==> src/rtl/baud_pkg.sv <==
`timescale 1ns/1ps
package baud_pkg;

    localparam int CD_W = 16;

    typedef enum logic [1:0] {
        SRC_SYS = 2'd0,
        SRC_PRE = 2'd1,
        SRC_RSV = 2'd2,
        SRC_EXT = 2'd3
    } src_sel_e;

    typedef struct packed {
        src_sel_e        sel;
        logic [CD_W-1:0] cd;
        logic            over;
        logic            sync_mode;
    } baud_cfg_t;

    // Last count value of the post-divider before it wraps (7 or 15)
    function automatic logic [3:0] post_last(input logic over);
        return over ? 4'd7 : 4'd15;
    endfunction

endpackage

==> src/rtl/baud_src_sel.sv <==
`timescale 1ns/1ps
module baud_src_sel
    import baud_pkg::*;
#(
    parameter int PRE_DIV     = 8,
    parameter int SYNC_STAGES = 2
) (
    input  logic     clk,
    input  logic     rst,
    input  logic     restart,
    input  src_sel_e sel,
    input  logic     ext_clk,
    output logic     src_en
);
    localparam int PW = (PRE_DIV > 2) ? $clog2(PRE_DIV) : 1;
    localparam logic [PW-1:0] PRE_LAST = PW'(PRE_DIV - 1);

    // synchroniser chain plus one history flop for edge detection
    logic [SYNC_STAGES:0] sync_sh;
    logic                 ext_rise;

    always_ff @(posedge clk) begin
        if (rst) sync_sh <= '0;
        else     sync_sh <= {sync_sh[SYNC_STAGES-1:0], ext_clk};
    end

    assign ext_rise = sync_sh[SYNC_STAGES-1] & ~sync_sh[SYNC_STAGES];

    // fixed prescaler
    logic [PW-1:0] pre_cnt;
    logic          pre_tick;

    assign pre_tick = (pre_cnt == PRE_LAST);

    always_ff @(posedge clk) begin
        if (rst || restart)  pre_cnt <= '0;
        else if (pre_tick)   pre_cnt <= '0;
        else                 pre_cnt <= pre_cnt + 1'b1;
    end

    always_comb begin
        case (sel)
            SRC_SYS: src_en = 1'b1;
            SRC_PRE: src_en = pre_tick;
            SRC_EXT: src_en = ext_rise;
            default: src_en = 1'b0;
        endcase
    end

endmodule

==> src/rtl/baud_cd_div.sv <==
`timescale 1ns/1ps
module baud_cd_div
    import baud_pkg::*;
(
    input  logic            clk,
    input  logic            rst,
    input  logic            restart,
    input  logic            src_en,
    input  logic [CD_W-1:0] cd,
    output logic            samp_tick
);
    logic [CD_W-1:0] cnt;
    logic [CD_W-1:0] cd_last;
    logic            cd_off;
    logic            cd_bypass;
    logic            hit;

    assign cd_last   = cd - 1'b1;
    assign cd_off    = (cd == '0);
    assign cd_bypass = (cd == CD_W'(1));
    assign hit       = src_en && !cd_off && (cd_bypass || cnt == cd_last);

    always_ff @(posedge clk) begin
        if (rst || restart) begin
            cnt <= '0;
        end else if (src_en && !cd_off && !cd_bypass) begin
            if (cnt >= cd_last) cnt <= '0;
            else                cnt <= cnt + 1'b1;
        end
    end

    assign samp_tick = hit && !restart;

endmodule

==> src/rtl/baud_post_div.sv <==
`timescale 1ns/1ps
module baud_post_div
    import baud_pkg::*;
(
    input  logic clk,
    input  logic rst,
    input  logic restart,
    input  logic samp_tick,
    input  logic over,
    input  logic sync_mode,
    output logic baud_tick
);
    logic [3:0] pcnt;
    logic [3:0] plast;
    logic       wrap;

    assign plast = post_last(over);
    assign wrap  = (pcnt >= plast);

    always_ff @(posedge clk) begin
        if (rst || restart || sync_mode) begin
            pcnt <= '0;
        end else if (samp_tick) begin
            if (wrap) pcnt <= '0;
            else      pcnt <= pcnt + 1'b1;
        end
    end

    assign baud_tick = samp_tick && (sync_mode || wrap);

endmodule

==> src/rtl/baud_tick_gen.sv <==
`timescale 1ns/1ps
module baud_tick_gen
    import baud_pkg::*;
#(
    parameter int PRE_DIV     = 8,
    parameter int SYNC_STAGES = 2
) (
    input  logic        clk,
    input  logic        rst,
    input  logic [1:0]  src_sel,
    input  logic [15:0] cd,
    input  logic        over,
    input  logic        sync_mode,
    input  logic        ext_clk,
    output logic        samp_tick,
    output logic        baud_tick
);
    baud_cfg_t cfg_now;
    baud_cfg_t cfg_q;
    logic      restart;
    logic      src_en;
    logic      samp_raw;
    logic      baud_raw;

    assign cfg_now = '{sel: src_sel_e'(src_sel), cd: cd, over: over, sync_mode: sync_mode};

    always_ff @(posedge clk) begin
        if (rst) cfg_q <= '0;
        else     cfg_q <= cfg_now;
    end

    assign restart = (cfg_now != cfg_q);

    baud_src_sel #(
        .PRE_DIV    (PRE_DIV),
        .SYNC_STAGES(SYNC_STAGES)
    ) u_src (
        .clk    (clk),
        .rst    (rst),
        .restart(restart),
        .sel    (cfg_now.sel),
        .ext_clk(ext_clk),
        .src_en (src_en)
    );

    baud_cd_div u_div (
        .clk      (clk),
        .rst      (rst),
        .restart  (restart),
        .src_en   (src_en),
        .cd       (cfg_now.cd),
        .samp_tick(samp_raw)
    );

    baud_post_div u_post (
        .clk      (clk),
        .rst      (rst),
        .restart  (restart),
        .samp_tick(samp_raw),
        .over     (cfg_now.over),
        .sync_mode(cfg_now.sync_mode),
        .baud_tick(baud_raw)
    );

    assign samp_tick = samp_raw && !rst;
    assign baud_tick = baud_raw && !rst;

endmodule

==> config.mk <==
export PLATFORM = sky130hd
export DESIGN_NAME = baud_tick_gen
export DESIGN_NICKNAME = d
export VERILOG_FILES = /design/src/rtl/baud_pkg.sv /design/src/rtl/baud_src_sel.sv /design/src/rtl/baud_cd_div.sv /design/src/rtl/baud_post_div.sv /design/src/rtl/baud_tick_gen.sv
export SDC_FILE = /design/constraint.sdc
export NUM_CORES = 1
export LEC_CHECK = 0
export BUFFER_PORTS_ARGS = -buffer_cell sky130_fd_sc_hd__buf_2
export CAP_MARGIN = 10
export CORE_ASPECT_RATIO = 1.25
export CORE_UTILIZATION = 60
export DETAILED_ROUTE_END_ITERATION = 10
export PLACE_DENSITY = 0.8
export SLEW_MARGIN = 20
export SYNTH_ARGS = -nofsm -noshare
export SYNTH_HDL_FRONTEND = slang
export SYNTH_SLANG_ARGS = --single-unit
==> constraint.sdc <==
create_clock -name clk -period 4.5 [get_ports clk]
set_input_delay 0.45 -clock clk [delete_from_list [all_inputs] [get_ports clk]]
set_output_delay 0.45 -clock clk [all_outputs]
set_load 0.02 [all_outputs]
==> out/summary.md, run 1 <==
The run finished with clean final reports. Relative to the synthesized area, the layout overhead comes to 8.54%. The die extent in x works out to 63.9 um. Routability-driven placement finished with a final weighted congestion of 0.802. Pin placement for this block handled 25 I/O pins. Multiplexer cells account for 0.349% of the synthesized area. The path class of the tightest hold or removal check is input pin to flop. The synthesized netlist devotes 26.3% of its cell area to simple gates. The cell area that synthesis handed to floorplanning was 2870 um^2. Setup repair after global routing left no endpoint under its margin.

The number of antenna diodes in the final layout is 0. The aggregate routed wire length came out at 5630 um. The number of pins exceeding their max-slew limit in the final report was 0. In this run the static leakage power is 1.08 nW.

The logs give 25.0% for the combined global-route utilization of all metal layers and 0 for the antenna violation net count after detailed routing. The type of the worst setup path was input pin to output port. The combinational family with the most area after synthesis was simple AND/OR/NAND/NOR gates.

For the share of the yosys chip area belonging to registers, the log shows 32.1%. The total power per unit cell area was 260 nW/um^2. At the worst endpoint, the required time is 4.05 ns. TritonCTS built the clock tree. The clock drives 46 sinks.

The total area inside the core boundary comes to 4490 um^2. The count of hold buffers inserted by post-cts repair came out at 0. The synthesized netlist devotes 12.2% of its cell area to XOR and XNOR gates.

The minimum clock period after layout works out to 4.17 ns. Gates resized during post-CTS repair numbered 0. The share of the synthesized area in the top cell type came out at 32.1%. The number of clock buffers added by TritonCTS is 5.

No sink is reached through more buffers than the 2 on the longest clock path. Number of global-route vias before repair: 2230. The source-to-sink clock delay at the later pin of the worst-skew pair was 0.30 ns.

The internal power of the cells totals 0.000619 W. Of the total synthesized cell area, the portion taken by full adders, half adders and majority gates is 10.0%. The post-layout net count was 370; the total count of hold-check failures in the final report was 0. The count of buffers added on input and output ports is 24. Counting every instance in the synthesized netlist gives 304. For the total grt overflow, the log shows 0.

The global-route wire length before repair came out at 9890 um. Across the routed clock network, the largest skew measured is 0.00647 ns. The logs give 63.9% for the initial core utilization and 10.3% for the part of the power in combinational logic. The clock tree synthesis step divided the H-tree into 2 levels. The fraction of registers with async set/reset works out to 0%. For the initial antenna violation count, the log shows 0. The tools report the master cell of the clock root buffer as sky130_fd_sc_hd__clkbuf_8. For the relative max-transition margin, the log shows 29.8%. In the layout the commonest cells are 46 x sky130_fd_sc_hd__dfxtp_1, 24 x sky130_fd_sc_hd__buf_2, 23 x sky130_fd_sc_hd__ha_1, 22 x sky130_fd_sc_hd__nor2b_1, 21 x sky130_fd_sc_hd__xor2_1.

Cells with a size suffix above 1 make up 18.8% of the layout. The largest net degree at the start of global routing is 26. Data on the critical path arrives at its endpoint at 3.72 ns.

Dividing the detail-routed wire length by the instance count gives 14.7 um. The run gives 0 as the number of warnings issued by yosys. Cell type contributing the most total cell area after synthesis: sky130_fd_sc_hd__dfxtp_1.

From bottom edge to top edge, the die measures 79.3 um. The startpoint class of the critical path is an input pin. Post-CTS timing repair inserted 0 buffers for setup.

The worst setup timing slack at the placement stage is 0.176 ns, and the placed wire-length estimate after detailed placement is 4350 um. The clock network burns 37.6% of the power. The minimum setup slack in the final design was 0.329 ns. For the number of max-cap violations, the log shows 0. The main flop type after synthesis was sky130_fd_sc_hd__dfxtp_1. The slew at the pin closest to its max-slew limit is 1.05 ns. After synthesis, the netlist uses 45 different library cells. The ratio of routed vias to standard cells was 5.96.

The most common cell after layout, fill and taps aside was sky130_fd_sc_hd__dfxtp_1. Highest fanout seen on the critical path: 5. The synthesized netlist devotes 15.3% of its cell area to compound gates.

The row count is 27, and the per-instance average area after synthesis is 9.44 um^2. The relative contribution of sequential cells to total power was 52.1%. The post-route fraction of the period consumed by the critical path is 92.7%, and the placed standard-cell area is 3000 um^2.

The clock-pin slew of the registers on the worst-case setup and hold paths was 0.08 ns. The floorplan step defined a die boundary enclosing 5070 um^2. The overall via count from detail_route was 2281; the switching share of power was 23.5%. Setup violations remaining at the end of the flow were counted as 0.

The final standard cell area without fillers was 3120 um^2. The tools report the first-pass detailed-route iteration total as 4. Summed over all nets, the switching power comes to 0.000190 W.

The count of state elements after synthesis was 46. VDD sags by at most 0.000183 V. The worst setup path is captured at an output port. Derived from the worst setup path, the maximum achievable clock frequency is 0.240 GHz.

After detailed routing, the number of remaining DRC violations is 0. By area the synthesized netlist is led by sky130_fd_sc_hd__dfxtp_1 32%, sky130_fd_sc_hd__ha_1 10%, sky130_fd_sc_hd__xor2_1 6.4%. Number of enable-type register cells in the synthesized netlist: 0. Utilization of the core after routing: 69.3%.

For this block, the initial DRC count from the detailed router was 95. The logs give 0 ns for the final sum of negative setup slack and 350 for the total nets after synthesis.
cell usage after synthesis, types with 5 or more instances:
library cell / number
sky130_fd_sc_hd__o21ai_0: 7
sky130_fd_sc_hd__nand2_1: 11
sky130_fd_sc_hd__nand4_1: 11
sky130_fd_sc_hd__xnor2_1: 19
sky130_fd_sc_hd__inv_1: 7
sky130_fd_sc_hd__nor2b_1: 22
sky130_fd_sc_hd__nor4_1: 7
sky130_fd_sc_hd__xor2_1: 21
sky130_fd_sc_hd__a21oi_1: 12
sky130_fd_sc_hd__ha_1: 23
sky130_fd_sc_hd__clkbuf_1: 9
sky130_fd_sc_hd__or3_1: 6
sky130_fd_sc_hd__o31ai_1: 8
sky130_fd_sc_hd__nor2_1: 15
sky130_fd_sc_hd__nand2b_1: 5
sky130_fd_sc_hd__nor3b_1: 6
sky130_fd_sc_hd__nor3_2: 7
sky130_fd_sc_hd__or4_1: 10
sky130_fd_sc_hd__a211oi_2: 8
sky130_fd_sc_hd__dfxtp_1: 46
sky130_fd_sc_hd__nor3_1: 6
metrics by stage:
step | hold WS (ns) | cells | total power, W
6_report | 0.363 | 383 | 0.000809
3_5_place_dp | 0.421 | 375 | 0.000514
2_1_floorplan | 0.408 | 304 | 0.000485
5_1_grt | 0.370 | 383 | 0.000843
4_1_cts | 0.359 | 383 | 0.000816
3_3_place_gp | 0.416 | 375 | 0.000513
power by group through the flow:
| stage | logic [W] | clock network (W) | registers [W] |
|---|---|---|---|
| after floorplan | 0.0000548 | 0 | 0.000430 |
| after global placement | 0.0000818 | 0 | 0.000431 |
| after detailed placement | 0.0000830 | 0 | 0.000431 |
| after CTS | 0.0000839 | 0.000311 | 0.000422 |
| after global routing | 0.0000941 | 0.000327 | 0.000422 |
| final | 0.0000837 | 0.000304 | 0.000421 |
layout make-up:
| cell class | count | area, um^2 |
|---|---|---|
| clock inverters | 2 | 37.5 |
| fillers | 352 | 1380 |
| inverters | 7 | 26.3 |
| well taps | 58 | 72.6 |
| flip-flops and latches | 46 | 921 |
| clock buffers | 6 | 72.6 |
| repair buffers | 26 | 135 |
| multi-input cells | 238 | 1850 |
logic make-up (layout without fill, tap and decap cells):
group                      Yosys count  in the layout
muxes                                1              1
AOI/OAI and AO/OA                   52             52
buffers and inverters               20             41
xor gates and xnor gates            40             40
and+or+nand+nor                    122            122
adders and majority gates           23             23
DFF                                 46             46
routing by layer:
layer  track usage, %  vias up  wire length, um
li1                 -     1149                -
met1             28.9     1053             2410
met2             42.7       64             2810
met3             4.74       15              195
met4             14.1        0              209
met5                0        -                0
critical path: stages:
cell,delay (ns)
sky130_fd_sc_hd__buf_2,0.14
sky130_fd_sc_hd__or4_4,0.56
sky130_fd_sc_hd__nand2b_1,0.18
sky130_fd_sc_hd__or3_1,0.38
sky130_fd_sc_hd__or4_1,0.43
sky130_fd_sc_hd__xor2_1,0.16
sky130_fd_sc_hd__ha_1,0.31
sky130_fd_sc_hd__nand4_1,0.21
sky130_fd_sc_hd__nor4_2,0.24
sky130_fd_sc_hd__o221ai_1,0.23
sky130_fd_sc_hd__nor3_1,0.23
sky130_fd_sc_hd__buf_2,0.20
registers in the layout, summed over array words and instances, names as in the netlist:
| signal | flops |
|---|---|
| cfg_q | 20 |
| u_div.cnt | 16 |
| u_post.pcnt | 4 |
| u_src.pre_cnt | 3 |
| u_src.sync_sh | 3 |
final timing paths:
check / from / endpoint / slack [ns] / depth (start not counted)
worst max-delay path: cd[5] / baud_tick / 0.33 / 12
worst min-delay path: ext_clk / u_src.sync_sh[0] / 0.36 / 2
worst max register to register: u_src.pre_cnt[0] / u_div.cnt[15] / 2.09 / 7
worst min register to register: u_src.sync_sh[0] / u_src.sync_sh[1] / 0.43 / 1
No activity file was read; power rests on OpenSTA's default activity.
==> inputs of run 2 (changes only) <==
- ABC_AREA: not set -> 1
- GPL_ROUTABILITY_DRIVEN: not set -> 0
- GPL_TIMING_DRIVEN: not set -> 0
==> run 2 against run 1 <==
Compared with the run above: via count up 12%; clock power shrank 13%; clock-buffer cell count fell by 1; combinational power up 12%; hold slack worse by 0.026 ns; sequential cell count unchanged; power decreased by 3.6%.
==> out/summary.md, run 2 <==
For the aggregate routed wire length, the log shows 5760 um (+2.2%). The simple-gate portion of the synthesized area came out at 35.2% (+8.9 points). The startpoint identified for the worst hold timing path is ext_clk. For the final standard cell area without fillers, the log shows 3160 um^2 (+1.5%).

The critical path is of the input pin to output port type. The reg-to-reg endpoint was u_post.pcnt[0]. The number of buffers created by CTS came out at 5 (unchanged). After synthesis, the largest family of logic cells by area is simple AND/OR/NAND/NOR gates.

TritonCTS built the clock tree. The tools report the master cell of the clock root buffer as sky130_fd_sc_hd__clkbuf_8. Worst setup timing slack at the placement stage: 0.810 ns (+0.635 ns). The run gives 4.05 ns (about the same) as the worst endpoint required time. Origin of the critical flop-to-flop path: u_div.cnt[7].

For the static power due to leakage, the log shows 1.49 nW (+38%). Setup repair after global routing left no endpoint under its margin. For the largest net degree at the start of global routing, the log shows 17 (-35%).

The class of the worst hold path is input pin to flop. The post-synthesis cell type count is 30 (-33%). The number of enable-type register cells in the synthesized netlist was 0 (unchanged).

The instance count of the mapped netlist came out at 420 (+38%). The highest fanout seen on the critical path came out at 9 (+4). The combined global-route utilization of all metal layers was 24.5% (-0.47 points). sky130_fd_sc_hd__nand2_1 is the most common cell in the netlist. The run finished with clean final reports. The run gives 0 (unchanged) as the number of warnings issued by yosys. Number of stages on the worst hold path: 3 (+1). Number of global-route vias before repair: 2408 (+8.0%).

The tools report the CTS H-tree depth as 2 (unchanged). In the layout the commonest cells are 94 x sky130_fd_sc_hd__nand2_1, 83 x sky130_fd_sc_hd__nor2_1, 60 x sky130_fd_sc_hd__inv_1, 46 x sky130_fd_sc_hd__dfxtp_1, 25 x sky130_fd_sc_hd__nand3_1. Post-route fraction of the period consumed by the critical path: 82.0% (-11 points).

Summed over all instances, the cell type with the most area after synthesis is sky130_fd_sc_hd__dfxtp_1. For hold timing, the worst endpoint is u_src.sync_sh[0]. The depth of the worst register-to-register path is 10 (+3), and the clock-pin slew of the registers on the worst-case setup and hold paths is 0.10 ns (+0.02 ns). The tools report the count of hold buffers inserted by post-cts repair as 0 (unchanged).

The row count was 27 (unchanged); the number of pins exceeding their max-slew limit in the final report was 0 (unchanged). The count of clock tree sinks is 46 (unchanged), and the number of buffers inserted to repair setup after CTS is 0 (unchanged). The setup skew after layout came out at 0.0133 ns (+0.00686 ns).

The run gives 0 (unchanged) as the count of cells resized by post-cts repair. The count of state elements after synthesis is 46 (unchanged), and the first-pass detailed-route iteration total is 4 (unchanged). Ranked by instance count, the synthesized netlist is headed by 94 x sky130_fd_sc_hd__nand2_1, 83 x sky130_fd_sc_hd__nor2_1, 60 x sky130_fd_sc_hd__inv_1, 46 x sky130_fd_sc_hd__dfxtp_1, 25 x sky130_fd_sc_hd__nand3_1. The total power per unit cell area was 246 nW/um^2 (-5.1%).

The compound-gate portion of the synthesized area was 4.56% (-11 points); the total nets after synthesis was 466 (+33%). The area inside the core boundary is 4490 um^2 (unchanged), and the total inserted antenna cells is 0 (unchanged). The run gives 109 (+15%) as the starting DRC count in detailed routing. The logs give 0.271 GHz (+13%) for the achievable frequency and 0.000207 V (+13%) for the peak supply drop. The length of routed met3 wiring is 157 um (-19%), and the top-level I/O count is 25 (unchanged). The area share of fa/ha/maj cells after synthesis works out to 10.0% (-0.031 points).

The amount of wire on met2 after detailed routing was 2990 um (+6.4%); the die extent in x was 64.0 um (+0.15%). The global-route wire length before repair was 9700 um (-2.0%). The per-instance average area after synthesis is 6.85 um^2 (-27%). Minimum clock period after layout: 3.69 ns (-0.481 ns). Topmost layer with routed signal wires: met4.

The worst setup slack for register-to-register paths came out at 2.55 ns (+0.46 ns). The total of buffers placed on input and output ports works out to 24 (unchanged). The die footprint came out at 5080 um^2 (+0.29%). Number of flip-flops under the largest register name: 20 (unchanged).

The area growth from synthesis to layout came out at 9.87%. Leaving out fill and tap cells, the most frequent cell in the layout is sky130_fd_sc_hd__nand2_1. The slew at the pin closest to its max-slew limit is 0.491 ns (-0.561 ns). The startpoint class of the critical path is an input pin.

The tools report the overall via count from detail_route as 2546 (+12%). The logs give 0.30 ns (about the same) for the source-to-sink clock delay at the later pin of the worst-skew pair and 3.24 ns (-0.48 ns) for the data arrival at the endpoint of the critical path. The multiplexer share of the synthesized area was 0% (-0.35 points). The total standard cell area after synthesis was 2880 um^2 (+0.31%). The fraction of registers with async set/reset was 0% (unchanged). The logs give 32.0% (-0.098 points) for the share of the yosys chip area belonging to registers and 2470 um (+2.4%) for the routed metal-1 wire length.

More flip-flops sit in one register than any other, and that register is cfg_q. The share of the synthesized netlist area taken by xor and xnor gates was 8.82% (-3.4 points). STA classifies the critical path endpoint as an output port. The logs give 2 (unchanged) for the number of buffers between clock root and the deepest sink and 67.2% (+37 points) for the relative max-transition margin. The minimum setup slack in the final design was 0.810 ns (+0.481 ns); the layout cell share with drive strength beyond 1 was 12.6% (-6.2 points). Height of the die: 79.4 um (+0.14%). The initial antenna violation count was 0 (unchanged).

The main flop type after synthesis is sky130_fd_sc_hd__dfxtp_1. The ratio of routed vias to standard cells works out to 4.99 (-16%). The largest registers in the layout are cfg_q x20, u_div.cnt x16, u_post.pcnt x4. The logs give 0 (unchanged) for the antenna violation net count after detailed routing and 0 (unchanged) for the total grt overflow.

Total count of hold-check failures in the final report: 0 (unchanged). The share of the synthesized area in the top cell type came out at 32.0% (-0.098 points). After synthesis, the cell types taking the most area are sky130_fd_sc_hd__dfxtp_1 32%, sky130_fd_sc_hd__nand2_1 12%, sky130_fd_sc_hd__nor2_1 11%. The DRC violation count after routing was 0 (unchanged); the final sum of negative setup slack was 0 ns (unchanged). Routed wire length per instance: 11.3 um (-23%). The placed wire-length estimate after detailed placement is 4660 um (+7.2%), and the placed standard-cell area is 3070 um^2 (+2.4%). The post-layout net count is 497 (+34%).

The initial core utilization was 64.1% (+0.19 points); the number of max-cap violations was 0 (unchanged). For the number of endpoints failing setup at the final stage, the log shows 0 (unchanged).
-- run 2: changes by cell type after synthesis, sizes merged, moves of 9 or more --
cell    delta
or4       -12
nor2      +74
nor3       -9
nand2     +90
nand3     +23
o21ai      -9
inv       +58
nor2b     -22
a211oi     -9
-- run 2: final cells by class --
| cell class | instances | area, um^2 |
|---|---|---|
| well taps | 58 | 72.6 |
| plain buffers | 4 | 26.3 |
| repair buffers | 24 | 120 |
| flip-flops and latches | 46 | 921 |
| inverters | 65 | 244 |
| clock inverters | 3 | 22.5 |
| clock buffers | 5 | 68.8 |
| multi-input cells | 305 | 1690 |
| fillers | 402 | 1330 |
-- run 2: how the worst max path moves through the flow --
| stage | slack, ns | to | cells after the start | from |
|---|---|---|---|---|
| 6_report | 0.81 | baud_tick | 16 | cd[0] |
| 5_1_grt | 0.65 | baud_tick | 16 | cd[0] |
| 4_1_cts | 0.80 | baud_tick | 16 | cd[0] |
| 3_5_place_dp | 0.81 | baud_tick | 16 | cd[0] |
| 3_3_place_gp | 0.88 | baud_tick | 16 | cd[0] |
| 2_1_floorplan | 1.39 | baud_tick | 14 | cd[0] |
-- run 2: per-stage QoR --
stage / util, % / hold WS [ns] / total power [W] / std cells
after floorplan: - / 0.388 / 0.000492 / 420
after global placement: 68.4 / 0.397 / 0.000522 / 502
after detailed placement: 68.4 / 0.405 / 0.000526 / 502
after CTS: 70.4 / 0.337 / 0.000783 / 510
after global routing: 70.4 / 0.338 / 0.000815 / 510
final: 70.4 / 0.336 / 0.000780 / 510
-- run 2: power by group --
group	leakage (nW)	switching, W	internal [W]
Clock	0.0489	0.000151	0.000113
Combinational	1.06	0.0000572	0.0000367
Sequential	0.377	0.00000474	0.000417
-- run 2: cells by family (layout without fill, tap and decap cells) --
kind of cell / Yosys count / after routing
AOI/OAI and AO/OA: 20 / 20
DFF: 46 / 46
buffers and inverters: 69 / 101
and+or+nand+nor: 233 / 233
xor gates and xnor gates: 29 / 29
adders and majority gates: 23 / 23
-- run 2: per-layer routing --
layer,vias up,global-route usage (%)
met5,-,0
met4,0,11.1
met3,12,3.86
met2,37,48.1
met1,1136,24.8
li1,1361,-
-- run 2: critical path, stage by stage --
cell and delay, ns:
sky130_fd_sc_hd__buf_2 0.12, sky130_fd_sc_hd__inv_1 0.16, sky130_fd_sc_hd__ha_1 0.25, sky130_fd_sc_hd__nand2_2 0.12
sky130_fd_sc_hd__nor3_1 0.38, sky130_fd_sc_hd__nand3_1 0.15, sky130_fd_sc_hd__xor2_1 0.16, sky130_fd_sc_hd__inv_1 0.05
sky130_fd_sc_hd__ha_1 0.29, sky130_fd_sc_hd__nand4_1 0.12, sky130_fd_sc_hd__nor2_1 0.17, sky130_fd_sc_hd__nand2_1 0.13
sky130_fd_sc_hd__a21oi_4 0.28, sky130_fd_sc_hd__nand2_1 0.13, sky130_fd_sc_hd__nor2_1 0.10, sky130_fd_sc_hd__buf_2 0.17
==> inputs of run 3 (changes only) <==
- CORE_UTILIZATION: 60 -> 54
- PLACE_DENSITY: 0.8 -> 0.76
- clock period: 4.5 -> 3.36 ns (I/O delays scaled with it)
==> run 3 against run 2 <==
Compared with the run above: non-clock buffer count increased by 4; global-route usage decreased by 1.9 points; routed wire length increased by 0.35%; critical path depth unchanged; design area increased by 1.9%; register-to-register slack got worse by 1.2 ns; largest cell class unchanged; highest routed layer unchanged.
==> out/summary.md, run 3 (synthesis gave the netlist of run 2 again) <==
The clock-pin slew of the registers on the worst-case setup and hold paths was 0.10 ns (about the same). STA classifies the critical path endpoint as an output port. The tools report the die footprint as 5630 um^2 (+11%). For the initial core utilization, the log shows 56.3% (-7.8 points). The data arrival at the endpoint of the critical path is 2.74 ns (-0.50 ns). The number of flip-flops under the largest register name came out at 20 (unchanged). The top-level I/O count is 25 (unchanged).

Routed wire length per instance: 11.2 um (-1.2%). The first-pass detailed-route iteration total came out at 4 (unchanged). The logs give 0 (unchanged) for the number of endpoints failing setup at the final stage and 0 (unchanged) for the number of pins exceeding their max-slew limit in the final report. The placed standard-cell area came out at 3080 um^2 (+0.16%). The run gives 9720 um (+0.14%) as the global-route wire length before repair. The initial antenna violation count was 0 (unchanged). The worst setup path is launched from an input pin.

The logs give 2456 (+2.0%) for the number of global-route vias before repair and 22.9% (-1.9 points) for the met1 track utilization from global routing. In the final layout, the registers with the most flip-flops are cfg_q x20, u_div.cnt x16, u_post.pcnt x4. The number of buffers between clock root and the deepest sink was 2 (unchanged); the row count was 29 (+7.4%). Count of clock tree sinks: 46 (unchanged). The tools report the aggregate routed wire length as 5780 um (+0.35%). The logs give 138 (+27%) for the starting DRC count in detailed routing and 18 (+1) for the largest net degree at the start of global routing.

In the layout the commonest cells are 94 x sky130_fd_sc_hd__nand2_1, 80 x sky130_fd_sc_hd__nor2_1, 58 x sky130_fd_sc_hd__inv_1, 46 x sky130_fd_sc_hd__dfxtp_1. Area inside the core boundary: 5120 um^2 (+14%). The register with the most flip-flops is cfg_q. The run finished with clean final reports. Type of the worst setup path: input pin to output port.

The area growth from synthesis to layout is 12.0%. The static power due to leakage came out at 1.51 nW (+1.1%). The run gives 67.7% (+0.45 points) as the relative max-transition margin.

The overall via count from detail_route came out at 2549 (+0.12%). met2 is the most crowded layer. Total inserted antenna cells: 0 (unchanged).

Placed wire-length estimate after detailed placement: 4560 um (-2.2%). Leaving out fill and tap cells, the most frequent cell in the layout is sky130_fd_sc_hd__nand2_1. The min-delay analysis places its worst path in the category input pin to flop. The total power per unit cell area is 331 nW/um^2 (+34%). The number of stages on the worst hold path is 3 (unchanged). The peak supply drop is 0.000234 V (+13%). The source-to-sink clock delay at the later pin of the worst-skew pair was 0.31 ns (about the same). For the total grt overflow, the log shows 0 (unchanged). The tools report the fill cell instance count of the final layout as 470 (+17%).

The depth of the worst register-to-register path is 12 (+2). The master cell of the clock root buffer is sky130_fd_sc_hd__clkbuf_8. The die extent in x is 67.3 um (+5.2%), and the met3 layer usage reported by global route is 4.64% (+0.79 points).

The ratio of routed vias to standard cells came out at 4.92 (-1.4%). Layout cell share with drive strength beyond 1: 15.1% (+2.5 points). The tools report the total count of hold-check failures in the final report as 0 (unchanged). The final sum of negative setup slack is 0 ns (unchanged), and the total of buffers placed on input and output ports is 24 (unchanged). For the count of hold buffers inserted by post-cts repair, the log shows 0 (unchanged). DRC violation count after routing: 0 (unchanged).

The tools report the global routing usage on met2 as 42.0% (-6.1 points). Worst endpoint required time: 3.02 ns (-1.03 ns). The height of the die works out to 83.6 um (+5.3%). Number of buffers created by CTS: 5 (unchanged). Derived from the worst setup path, the maximum achievable clock frequency is 0.325 GHz.

The tools report the number of max-cap violations as 0 (unchanged). The slew at the pin closest to its max-slew limit was 0.484 ns (-0.00679 ns). The highest fanout seen on the critical path came out at 6 (-3).

Setup repair after global routing left no endpoint under its margin. The antenna violation net count after detailed routing was 0 (unchanged); the CTS H-tree depth was 2 (unchanged). For the combined global-route utilization of all metal layers, the log shows 22.6% (-1.9 points). The run gives 501 (+0.80%) as the post-layout net count. The run gives 0.00953 ns (-0.00379 ns) as the setup skew after layout. TritonCTS built the clock tree. The post-route fraction of the period consumed by the critical path is 91.7%.

The worst path in the final design needs a cycle of 3.08 ns, including I/O delays and setup. The tools report the final standard cell area without fillers as 3220 um^2 (+1.9%).
==> run 3: changes by cell type in the layout (fill, tap and decap cells not counted), moves of 2 or more <==
cell                     delta
sky130_fd_sc_hd__nor2_1     -3
sky130_fd_sc_hd__nor2_2     +3
sky130_fd_sc_hd__buf_4      +4
sky130_fd_sc_hd__inv_1      -2
sky130_fd_sc_hd__inv_2      +2
==> run 3: final cells by class <==
class | instances | area, um^2 | share of cell area [%]
clock buffer | 5 | 68.8 | 2.13
inverter | 65 | 244 | 7.57
timing repair buffer | 28 | 150 | 4.66
multi-input combinational | 305 | 1710 | 53.0
sequential | 46 | 921 | 28.6
clock inverter | 3 | 28.8 | 0.893
buffer | 4 | 26.3 | 0.815
tap | 62 | 77.6 | 2.41
==> run 3: worst paths after layout <==
| kind | slack [ns] | start | to |
|---|---|---|---|
| max | 0.28 | cd[0] | baud_tick |
| min | 0.22 | ext_clk | u_src.sync_sh[0] |
| max reg2reg | 1.31 | u_div.cnt[7] | u_post.pcnt[2] |
| min reg2reg | 0.41 | u_src.sync_sh[0] | u_src.sync_sh[1] |
==> run 3: through the flow <==
stage,utilization (%),cells,hold WS [ns],total power [W],worst slack (ns)
6_report,63.0,518,0.222,0.00107,0.279
5_1_grt,63.0,518,0.219,0.00112,0.0322
4_1_cts,62.1,514,0.213,0.00108,0.0687
3_5_place_dp,60.1,506,0.397,0.000704,-0.0329
3_3_place_gp,60.1,506,0.399,0.000699,0.00741
2_1_floorplan,-,420,0.388,0.000659,0.480
==> run 3: power breakdown <==
part	switching, W	internal, W	total, W
Sequential	0.00000602	0.000559	0.000565
Clock	0.000219	0.000156	0.000375
Combinational	0.0000781	0.0000496	0.000128
Total	0.000303	0.000765	0.00107
==> run 3: worst max-delay path: stages <==
cell and delay, ns:
sky130_fd_sc_hd__buf_2 0.12, sky130_fd_sc_hd__inv_2 0.10, sky130_fd_sc_hd__ha_2 0.23, sky130_fd_sc_hd__nand2_2 0.11
sky130_fd_sc_hd__nor3_2 0.25, sky130_fd_sc_hd__nand3_1 0.12, sky130_fd_sc_hd__xor2_1 0.14, sky130_fd_sc_hd__inv_1 0.05
sky130_fd_sc_hd__ha_1 0.28, sky130_fd_sc_hd__nand4_1 0.14, sky130_fd_sc_hd__nor2_2 0.13, sky130_fd_sc_hd__nand2_1 0.11
sky130_fd_sc_hd__a21oi_4 0.25, sky130_fd_sc_hd__nand2_1 0.11, sky130_fd_sc_hd__nor2_1 0.08, sky130_fd_sc_hd__buf_2 0.16
==> run 3: repair_timing <==
| item | in CTS | in global routing |
|---|---|---|
| gates resized for setup | 1 | 7 |
| pin swaps | 0 | 3 |
| buffers inserted | 0 | 4 |
| setup endpoints to repair | 2 | 2 |
| endpoints found under the hold margin | 0 | 0 |
==> run 3: per-layer routing <==
| metal | wire length, um | vias to the layer above |
|---|---|---|
| met3 | 121 | 15 |
| li1 | - | 1363 |
| met1 | 2400 | 1138 |
| met2 | 3080 | 33 |
| met4 | 171 | 0 |
| met5 | 0 | - |
